<file path="src/rtl/lrs_pkg.sv">
package lrs_pkg;

  typedef enum logic [1:0] {
    LS_I = 2'd0,
    LS_S = 2'd1,
    LS_E = 2'd2,
    LS_M = 2'd3
  } lineSt_t;

  typedef enum logic [2:0] {
    ST_IDLE,
    ST_T1,
    ST_T2,
    ST_BOFF,
    ST_HOLD
  } seqSt_t;

  // Step codes: 0/1 write-back lo/hi, 2/3 locked read lo/hi, 4/5 locked write lo/hi
  localparam int STEP_W = 3;

  typedef struct packed {
    logic              load;
    logic              capLo;
    logic              capHi;
    logic [STEP_W-1:0] step;
  } dpCtl_t;

endpackage

</file>
<file path="src/rtl/lrs_ctrl.sv">
module lrs_ctrl
  import lrs_pkg::*;
#(
  parameter int WB_BEATS = 4
) (
  input  logic       clk,
  input  logic       rstN,
  input  logic       reqValid,
  input  logic       reqSplit,
  input  logic [1:0] lkStateLo,
  input  logic [1:0] lkStateHi,
  input  logic       ahold,
  input  logic       boff,
  input  logic       holdReq,
  input  logic       rdy,
  input  logic       brdy,
  input  logic       ken,
  output logic       reqAccept,
  output logic       seqDone,
  output logic       addrStrobe,
  output logic       addrOe,
  output logic       wrRd,
  output logic       lockOut,
  output logic       lockOe,
  output logic       holdAck,
  output logic [1:0] invValid,
  output dpCtl_t     dpCtl
);

  localparam int BW = (WB_BEATS > 1) ? $clog2(WB_BEATS) : 1;
  localparam logic [BW-1:0] LAST_BEAT = BW'(WB_BEATS - 1);

  seqSt_t              state, nState;
  logic [5:0]          stepMask, nMask;
  logic [STEP_W-1:0]   step, nStep;
  logic [BW-1:0]       beat, nBeat;
  logic [1:0]          invQ, nInv;

  logic       kindWb, kindRd, inCycle, cycDone, lastDone, canTake, goHold;
  logic [5:0] remMask, newMask;
  logic       cleanLo, cleanHi;

  function automatic logic [STEP_W-1:0] firstStep(input logic [5:0] m);
    firstStep = '0;
    for (int i = 5; i >= 0; i--) begin
      if (m[i]) firstStep = STEP_W'(i);
    end
  endfunction

  assign kindWb  = (step < STEP_W'(2));
  assign kindRd  = (step == STEP_W'(2)) || (step == STEP_W'(3));
  assign inCycle = (state == ST_T1) || (state == ST_T2);

  always_comb begin
    if (state != ST_T2 || boff)      cycDone = 1'b0;
    else if (kindWb)                 cycDone = rdy || (brdy && beat == LAST_BEAT);
    else                             cycDone = rdy || brdy;
  end

  assign remMask  = stepMask & ~(6'd1 << step);
  assign lastDone = cycDone && (remMask == 6'd0);
  assign canTake  = (state == ST_IDLE) || lastDone;
  assign goHold   = canTake && holdReq;
  assign reqAccept = canTake && !holdReq && reqValid;
  assign seqDone  = lastDone;

  // Plan bits: 5 wr hi, 4 wr lo, 3 rd hi, 2 rd lo, 1 wb hi, 0 wb lo
  assign newMask = {reqSplit, 1'b1, reqSplit, 1'b1,
                    reqSplit && (lkStateHi == LS_M), (lkStateLo == LS_M)};
  assign cleanLo = (lkStateLo == LS_S) || (lkStateLo == LS_E);
  assign cleanHi = reqSplit && ((lkStateHi == LS_S) || (lkStateHi == LS_E));

  always_comb begin
    nState = state;
    nMask  = stepMask;
    nStep  = step;
    nBeat  = beat;
    nInv   = 2'b00;
    case (state)
      ST_IDLE: begin
        if (goHold) nState = ST_HOLD;
        else if (reqAccept) begin
          nState = ST_T1;
          nMask  = newMask;
          nStep  = firstStep(newMask);
          nBeat  = '0;
        end
      end
      ST_T1: nState = boff ? ST_BOFF : ST_T2;
      ST_T2: begin
        if (boff) nState = ST_BOFF;
        else if (cycDone) begin
          if (kindWb) nInv[step[0]] = 1'b1;
          if (remMask == 6'd0) begin
            if (goHold) nState = ST_HOLD;
            else if (reqAccept) begin
              nState = ST_T1;
              nMask  = newMask;
              nStep  = firstStep(newMask);
              nBeat  = '0;
            end else nState = ST_IDLE;
          end else begin
            nState = ST_T1;
            nMask  = remMask;
            nStep  = firstStep(remMask);
            nBeat  = '0;
          end
        end else if (brdy && kindWb) nBeat = beat + 1'b1;
      end
      ST_BOFF: begin
        if (!boff) begin
          nState = ST_T1;
          nBeat  = '0;
        end
      end
      ST_HOLD: if (!holdReq) nState = ST_IDLE;
      default: nState = ST_IDLE;
    endcase
    if (reqAccept) nInv = {cleanHi, cleanLo};
  end

  always_ff @(posedge clk or negedge rstN) begin
    if (!rstN) begin
      state    <= ST_IDLE;
      stepMask <= '0;
      step     <= '0;
      beat     <= '0;
      invQ     <= '0;
    end else begin
      state    <= nState;
      stepMask <= nMask;
      step     <= nStep;
      beat     <= nBeat;
      invQ     <= nInv;
    end
  end

  assign addrStrobe = (state == ST_T1);
  assign addrOe     = !ahold;
  assign wrRd       = !kindRd;
  assign lockOut    = (inCycle || state == ST_BOFF) && !kindWb;
  assign lockOe     = !((state == ST_BOFF) || (state == ST_HOLD));
  assign holdAck    = (state == ST_HOLD);
  assign invValid   = invQ;

  assign dpCtl.load  = reqAccept;
  assign dpCtl.capLo = cycDone && (step == STEP_W'(2));
  assign dpCtl.capHi = cycDone && (step == STEP_W'(3));
  assign dpCtl.step  = step;


  strobe_single_chk: assert property (@(posedge clk) disable iff (!rstN)
    addrStrobe |=> !addrStrobe);


  no_fill_chk: assert property (@(posedge clk) disable iff (!rstN)
    (state == ST_T2 && kindRd && ken && brdy && !boff) |=> (state != ST_T2));


  ahold_lock_chk: assert property (@(posedge clk) disable iff (!rstN)
    (lockOut && lockOe && ahold && !boff && !rdy && !brdy) |=> lockOut);


  boff_float_chk: assert property (@(posedge clk) disable iff (!rstN)
    (inCycle && boff) |=> (!lockOe && !addrStrobe));


  hold_take_chk: assert property (@(posedge clk) disable iff (!rstN)
    (state == ST_IDLE && holdReq) |=> (holdAck && !lockOe));


  accept_rule_chk: assert property (@(posedge clk) disable iff (!rstN)
    reqAccept |-> (reqValid && !holdReq && !(inCycle && !cycDone)));

endmodule

</file>
<file path="src/rtl/lrs_dpath.sv">
module lrs_dpath
  import lrs_pkg::*;
#(
  parameter int AW         = 16,
  parameter int DW         = 32,
  parameter int LINE_BYTES = 16
) (
  input  logic          clk,
  input  logic          rstN,
  input  dpCtl_t        ctl,
  input  logic [AW-1:0] reqAddr,
  input  logic [DW-1:0] reqWdLo,
  input  logic [DW-1:0] reqWdHi,
  input  logic [DW-1:0] rdData,
  output logic [AW-1:0] lkAddrLo,
  output logic [AW-1:0] lkAddrHi,
  output logic [AW-1:0] invAddrLo,
  output logic [AW-1:0] invAddrHi,
  output logic [AW-1:0] busAddr,
  output logic [DW-1:0] busWdata,
  output logic [DW-1:0] rdLo,
  output logic [DW-1:0] rdHi
);

  localparam int OFFW = $clog2(LINE_BYTES);
  localparam logic [AW-1:0] LINE_STEP = AW'(LINE_BYTES);
  localparam logic [AW-1:0] BASE_MASK = ~(LINE_STEP - AW'(1));

  logic [AW-1:0] loBase, hiBase, opAddr;
  logic [DW-1:0] wdLo, wdHi;
  logic [DW-1:0] rdQ [2];
  logic [1:0]    capV;

  assign lkAddrLo = reqAddr & BASE_MASK;
  assign lkAddrHi = (reqAddr & BASE_MASK) + LINE_STEP;

  always_ff @(posedge clk or negedge rstN) begin
    if (!rstN) begin
      loBase <= '0;
      hiBase <= '0;
      opAddr <= '0;
      wdLo   <= '0;
      wdHi   <= '0;
    end else if (ctl.load) begin
      loBase <= lkAddrLo;
      hiBase <= lkAddrHi;
      opAddr <= reqAddr;
      wdLo   <= reqWdLo;
      wdHi   <= reqWdHi;
    end
  end

  assign capV = {ctl.capHi, ctl.capLo};

  for (genvar g = 0; g < 2; g++) begin : g_rdLane
    always_ff @(posedge clk or negedge rstN) begin
      if (!rstN)        rdQ[g] <= '0;
      else if (capV[g]) rdQ[g] <= rdData;
    end
  end

  assign rdLo = rdQ[0];
  assign rdHi = rdQ[1];

  always_comb begin
    case (ctl.step)
      STEP_W'(0):              busAddr = loBase;
      STEP_W'(2), STEP_W'(4):  busAddr = opAddr;
      default:                 busAddr = hiBase;
    endcase
  end

  assign busWdata  = (ctl.step == STEP_W'(5)) ? wdHi : wdLo;
  assign invAddrLo = loBase;
  assign invAddrHi = hiBase;


  one_capture_chk: assert property (@(posedge clk) disable iff (!rstN)
    $onehot0(capV));


  line_pair_chk: assert property (@(posedge clk) disable iff (!rstN)
    ctl.load |=> (invAddrHi == invAddrLo + LINE_STEP) && (invAddrLo[OFFW-1:0] == '0));

endmodule

</file>
<file path="src/rtl/locked_rmw_seq.sv">
module locked_rmw_seq
  import lrs_pkg::*;
#(
  parameter int AW         = 16,
  parameter int DW         = 32,
  parameter int LINE_BYTES = 16,
  parameter int WB_BEATS   = 4
) (
  input  logic          clk,
  input  logic          rstN,
  input  logic          reqValid,
  input  logic [AW-1:0] reqAddr,
  input  logic          reqSplit,
  input  logic [DW-1:0] reqWdLo,
  input  logic [DW-1:0] reqWdHi,
  output logic          reqAccept,
  output logic          seqDone,
  output logic [AW-1:0] lkAddrLo,
  output logic [AW-1:0] lkAddrHi,
  input  logic [1:0]    lkStateLo,
  input  logic [1:0]    lkStateHi,
  output logic [1:0]    invValid,
  output logic [AW-1:0] invAddrLo,
  output logic [AW-1:0] invAddrHi,
  input  logic          ahold,
  input  logic          boff,
  input  logic          holdReq,
  input  logic          rdy,
  input  logic          brdy,
  input  logic          ken,
  input  logic [DW-1:0] rdData,
  output logic          addrStrobe,
  output logic          addrOe,
  output logic [AW-1:0] busAddr,
  output logic          wrRd,
  output logic [DW-1:0] busWdata,
  output logic          lockOut,
  output logic          lockOe,
  output logic          holdAck,
  output logic [DW-1:0] rdLo,
  output logic [DW-1:0] rdHi
);

  dpCtl_t dpCtl;

  lrs_ctrl #(.WB_BEATS(WB_BEATS)) u_ctrl (
    .clk(clk), .rstN(rstN), .reqValid(reqValid), .reqSplit(reqSplit),
    .lkStateLo(lkStateLo), .lkStateHi(lkStateHi), .ahold(ahold), .boff(boff),
    .holdReq(holdReq), .rdy(rdy), .brdy(brdy), .ken(ken),
    .reqAccept(reqAccept), .seqDone(seqDone), .addrStrobe(addrStrobe),
    .addrOe(addrOe), .wrRd(wrRd), .lockOut(lockOut), .lockOe(lockOe),
    .holdAck(holdAck), .invValid(invValid), .dpCtl(dpCtl)
  );

  lrs_dpath #(.AW(AW), .DW(DW), .LINE_BYTES(LINE_BYTES)) u_dpath (
    .clk(clk), .rstN(rstN), .ctl(dpCtl), .reqAddr(reqAddr),
    .reqWdLo(reqWdLo), .reqWdHi(reqWdHi), .rdData(rdData),
    .lkAddrLo(lkAddrLo), .lkAddrHi(lkAddrHi), .invAddrLo(invAddrLo),
    .invAddrHi(invAddrHi), .busAddr(busAddr), .busWdata(busWdata),
    .rdLo(rdLo), .rdHi(rdHi)
  );

endmodule

</file>
<file path="config.mk">
export PLATFORM = sky130hd
export DESIGN_NAME = locked_rmw_seq
export DESIGN_NICKNAME = d
export VERILOG_FILES = /design/src/rtl/lrs_pkg.sv /design/src/rtl/lrs_ctrl.sv /design/src/rtl/lrs_dpath.sv /design/src/rtl/locked_rmw_seq.sv
export SDC_FILE = /design/constraint.sdc
export NUM_CORES = 1
export LEC_CHECK = 0
export BUFFER_PORTS_ARGS = -buffer_cell sky130_fd_sc_hd__clkbuf_2
export CAP_MARGIN = 10
export CORE_ASPECT_RATIO = 1.25
export CORE_UTILIZATION = 49
export DETAILED_ROUTE_END_ITERATION = 10
export GPL_TIMING_DRIVEN = 0
export PLACE_DENSITY = 0.87
export SETUP_SLACK_MARGIN = 0.02
export SYNTH_ARGS = -nofsm -noshare
export SYNTH_HDL_FRONTEND = slang
export SYNTH_SLANG_ARGS = --single-unit
export TNS_END_PERCENT = 50
</file>
<file path="constraint.sdc">
create_clock -name clk -period 2.9 [get_ports clk]
set_input_delay 0.58 -clock clk [delete_from_list [all_inputs] [get_ports clk]]
set_output_delay 0.58 -clock clk [all_outputs]
set_load 0.01 [all_outputs]
</file>
# Yosys cells after proc, flatten, opt, wreduce, memory -nomap -nowiden
# Index checks and enable logic that the tools add are counted.
totals:
  register_bits: 188
  in_bits: 126
  output_inout_bits: 186
op_classes:
  addsub: 2
  magnitude_cmp: 3
  eq_ne: 23
  n_shift: 1
  muxes: 50
  bitwise: 2
  n_reduce_logical: 36
ops:
  columns: ["operator", "n"]
  rows:
  - ["3-bit 2-to-1 mux", 20]
  - ["32-bit 2-to-1 mux", 1]
  - ["16-bit one-hot mux with 2 select lines", 1]
  - ["6-bit 2-to-1 mux", 5]
  - ["2-bit 2-to-1 mux", 13]
  - ["16-bit by 5-bit adder with 16-bit output (second input constant)", 1]
  - ["3-bit one-hot mux with 5 select lines", 1]
  - ["3-bit by 2-bit == test with 1-bit output (second input constant)", 4]
  - ["1-bit logical AND", 12]
  - ["3-bit by 2-bit != test with 1-bit output (second input constant)", 4]
  - ["6-bit one-hot mux with 2 select lines", 1]
  - ["2-bit == test (second input constant)", 5]
  - ["1-bit logical OR", 10]
  - ["3-bit == test (second input constant)", 3]
  - ["4-bit AND reduction", 2]
  - ["6-bit bitwise AND", 1]
  - ["3-bit logical NOT", 2]
  - ["6-bit logical NOT", 1]
  - ["2-bit != test (second input constant)", 3]
  - ["6-bit inverter", 1]
  - ["2-bit one-hot mux with 3 select lines", 1]
  - ["3-bit one-hot mux with 2 select lines", 1]
  - ["1-bit by 3-bit left shift with 6-bit output (first input constant)", 1]
  - ["1-bit logical NOT", 5]
  - ["13 further kinds", 18]

# Longest topological paths before layout
depth:
  ltp_word: 15
  depth_mapped: 10
  depth_no_buf: 7

# Modules after synthesis
# From an unflattened synthesis, not the netlist that was laid out.
hier_totals:
  cells_unflattened: 613
  hier_area_um2: 8052.7
modules_own_cells:
  columns: ["module", "n_inst", "cells_each", "area_per_inst_um2"]
  rows:
  - ["lrs_dpath", 1, 475, 6834.1]
  - ["lrs_ctrl", 1, 138, 1218.7]

# Worst setup path after synthesis
# Ideal clock, no wire load.
synth_path:
  path_type: "register -> output"
  start: "register u_ctrl.step[2]"
  end: "output reqAccept"
  arrival_ns: 1.834
  required_ns: 2.320
  slack_ns: 0.486
  path_stages_with_launch: 10
  path_buffers: 4
  path_cell_list: "dfrtp_1 -> buf_6 -> nand2b_4 -> buf_6 -> o22a_1 -> buf_6 -> o41a_1 -> nand2b_4 -> inv_4 -> buf_6"
synth_between:
  elab_chain_cells: 8
synth_lines:
  columns: ["item", "line", "source"]
  rows:
  - ["start, declared", "lrs_ctrl.sv:35", "logic [STEP_W-1:0] step, nStep;"]
  - ["start signal, assigned", "lrs_ctrl.sv:132", "step <= nStep;"]
  - ["branches (longest 4 deep; another with 3-bit by 2-bit < comparator with 1-bit output)", null, null]
  - ["1-bit logical AND *", "lrs_ctrl.sv:61", "assign lastDone = cycDone && (remMask == 6'd0);"]
  - ["1-bit logical OR *", "lrs_ctrl.sv:62", "assign canTake = (state == ST_IDLE) || lastDone;"]
  - ["1-bit logical AND * (2 in series)", "lrs_ctrl.sv:64", "assign reqAccept = canTake && !holdReq && reqValid;"]
  - ["end, declared", "locked_rmw_seq.sv:16", "output logic reqAccept,"]
# Every way passes the cells marked *.

# Worst setup path in the final report
layout_path:
  start: "register u_ctrl.stepMask[3]"
  end: "output reqAccept"
layout_between:
  elab_chain_cells: 6
layout_lines:
  columns: ["item", "line", "source"]
  rows:
  - ["start, declared", "lrs_ctrl.sv:34", "logic [5:0] stepMask, nMask;"]
  - ["start signal, assigned", "lrs_ctrl.sv:131", "stepMask <= nMask;"]
  - ["6-bit bitwise AND", "lrs_ctrl.sv:60", "assign remMask = stepMask & ~(6'd1 << step);"]
  - ["6-bit logical NOT", "lrs_ctrl.sv:61", null]
  - ["1-bit logical AND", "lrs_ctrl.sv:61", null]
  - ["1-bit logical OR", "lrs_ctrl.sv:62", null]
  - ["1-bit logical AND (2 in series)", "lrs_ctrl.sv:64", null]
# Every way passes these cells.

==> metrics.txt <==
Leak Pwr=0.00566 uW; Clk Latency, worst-skew pair=0.42 ns; Distinct cells, synth=63; Post-synth ARST share=1.00; FP Rows=52; PwrDens=943 nW/um^2; DPL Wire Length=15000 um; combinational fraction of design power=0.409; Final TNS setup=0 ns; Buf/Inv on CP=3; NetSw=3500 uW; metal2 WL=a little over 10000 um; Port Buffers=294; hold_buf cts=0; Seq pwr share=0.355; Hold/Removal Path Class=in2async; startpoint types=flop; H-tree level count=4; Post-synth top flop=dfrtp_1; global-route wire length before repair=30500 um; Post-DRT Antenna Nets=0; die width=117 um; most frequent CP cell=buf_6; Pre-antenna DRT Iters=7; crit-path max cell delay=~0.44 ns; TritonCTS Sinks=172; via count=6027; max layer used=met4; FF-to-FF End=u_dpath.rdHi[7]$_DFFE_PN0P_; die area=17100 um^2; Max Freq=around 350 MHz; Compound-Gate Fraction of Synth Area=0.0516; Sw Ratio=0.345; Yosys top cell by area=dfrtp_1; gpl congestion=0.903; die height=146 um; Yosys top cell area share=0.529; gr ovfl total=0; DRT iter0 DRCs=approximately 250; largest net degree at the start of global routing=between 100 and 150; CP max FO=6; worst clock skew=0.0172 ns; period utilisation layout=0.989; CP cell instances=mux2_2, o22a_1, buf_6, o41a_1, nand2b_4, inv_12, buf_6; PnR Total Power=about 10000 uW; final setup fails=0; Synth Area per Inst=13.4 um^2; met3 wire length=1340 um; CP endpoint kind=output pin; DRC Markers=0; clk root buf=clkbuf_16; total wire length=19600 um; I/O pin cnt=~310; crit path max-delay cell type=dfrtp_1; EDFF count, synth=0; R2R Setup Slk=between 0.15 and 0.2 ns; Fin Hold WS=0.135 ns; Adder-Cell Fraction of Synth Area=0.00616; P_int=6640 uW; final hold vios=0; Worst Path Required=2.32 ns; nets=1082; post-synthesis mux area share=0.278; status=completed; RSZ-0062 raised after global routing=yes; antenna cells=0; Synth Register Bits=172; CTS buffer count=17; Slew @ Worst Pin=0.799 ns; Max Root-Sink Buffers=2; share of layout cells above drive strength 1=0.509; commonest non-fill, non-tap cell in the layout=clkbuf_2; GRT Overall Usage=0.234; Initial Util=0.502; cell family with most CP delay=compound AO/OA/AOI/OAI gates; Synth Area in XOR/XNOR=0.0108; WS Path Type=reg2out; initial antenna violation count=0; Vias/cell=approximately 5.1; number of max-cap violations=0; clock share of power=0.236; Post-Synth Simple-Gate Area=0.0539; Worst R2R Path Depth=7; main combinational cell family by area after synthesis=multiplexers; synth warn=0; Cell Area, Synth=approximately 8100 um^2; Met1 Wirelength=approximately 7500 um; reg2reg start=u_ctrl.step[1]$_DFFE_PN0P_; core area=16200 um^2; maximum vdd ir drop=0.625 mV; vias in the first global route=6134; Finished Core Util=0.664; Max Slew Vio Count=0; CTS clk-pin slew, worst paths=0.06 ns; drt wl/cell=16.6 um; Synth Instances=around 610; Seq/Total Area, Yosys=0.529; most area-consuming cells after synthesis=dfrtp_1 53%, mux2_1 18%, mux2_2 9.7%; Area Growth Syn to Fin=32.3%; CTS tree=done; most frequent cells in the layout=292 x clkbuf_2, 172 x dfrtp_1, 129 x mux2_1; crit path DAT=2.29 ns; max_slew headroom=0.463; final worst path period need=~2.9 ns
-- sequential cells by signal (all words and copies together), names as in the netlist, 3 cells and up --
name               flops
u_ctrl.state           3
u_ctrl.step            3
u_ctrl.stepMask        6
u_dpath.invAddrHi     12
u_dpath.opAddr        15
u_dpath.rdHi          32
u_dpath.rdLo          32
u_dpath.wdHi          32
u_dpath.wdLo          32
-- power groups by stage --
| stage | combinational [uW] | sequential, uW | clock [uW] |
|---|---|---|---|
| floorplan | 2600 | 3520 | 0 |
| global placement | 3900 | 3590 | 0 |
| finish | 4150 | 3600 | 2390 |
| CTS | 4060 | 3600 | 2450 |
| global route | 4460 | 3700 | 2550 |
| detailed placement | 4010 | 3640 | 0 |
-- worst max-delay path by stage --
stage	start	end	slack (ns)	cells after the start
after floorplan	u_ctrl.step[2]$_DFFE_PN0P_	reqAccept	0.49	9
after global placement	rstN	u_dpath.wdHi[9]$_DFFE_PN0P_	-1.81	1
after detailed placement	u_ctrl.step[1]$_DFFE_PN0P_	reqAccept	0.11	8
after CTS	u_ctrl.step[2]$_DFFE_PN0P_	reqAccept	-0.09	9
after global routing	u_ctrl.step[2]$_DFFE_PN0P_	reqAccept	-0.06	9
final	u_ctrl.stepMask[3]$_DFFE_PN0P_	reqAccept	0.03	7
-- synthesized netlist by cell type (4+ instances only) --
cell      number
dfrtp_1      172
mux2_1       129
mux2_2        70
buf_4         41
nand2_1       17
nor2_1        15
buf_6         12
inv_1         10
buf_2          9
a21oi_1        8
o21ai_0        7
clkbuf_1       6
nand2b_1       6
nor3_1         6
o21ai_1        6
xnor2_1        6
a211oi_1       5
a31oi_1        5
and2_1         5
ha_1           4
nand3_1        4
o211ai_1       4
xor2_1         4
-- layer usage --
layer  track usage  vias up
met5             0        -
met4         0.116        0
met3        0.0579       55
met2         0.411      271
met1         0.257     2890
li1              -     2811
-- area by class of cell --
| cell class | instances | area (um^2) |
|---|---|---|
| sequential | 172 | 4300 |
| multi-input combinational | 369 | 3340 |
| fill | 1213 | 5450 |
| timing repair buffer | 311 | 1630 |
| buffer | 70 | 526 |
| inverter | 11 | 53.8 |
| clock buffer | 18 | 429 |
| tap | 216 | 270 |
| clock inverter | 14 | 200 |
-- cell families (layout without fill, tap and decap cells) --
family | after synthesis | in the layout
mux | 201 | 201
flops | 172 | 172
buf+inv | 82 | 424
simple gates | 78 | 78
compound gates | 60 | 60
xor+xnor | 10 | 10
fa+ha+maj | 4 | 4
other cells | 1 | 16
-- metrics by stage --
step,instances,area [um^2],worst slack [ns]
floorplan,623,8190,0.486
global route,1181,10800,-0.0627
global placement,1133,9930,-1.81
detailed placement,1134,9960,0.107
finish,1181,10800,0.0321
CTS,1165,10600,-0.0948
-- repair_timing --
action,in CTS,in global routing
gates resized for setup,10,9
pin swaps,0,3
gates cloned,0,0
setup buffers,0,16
endpoints found under the setup margin,40,41
Power figures use the tool's default switching activity.
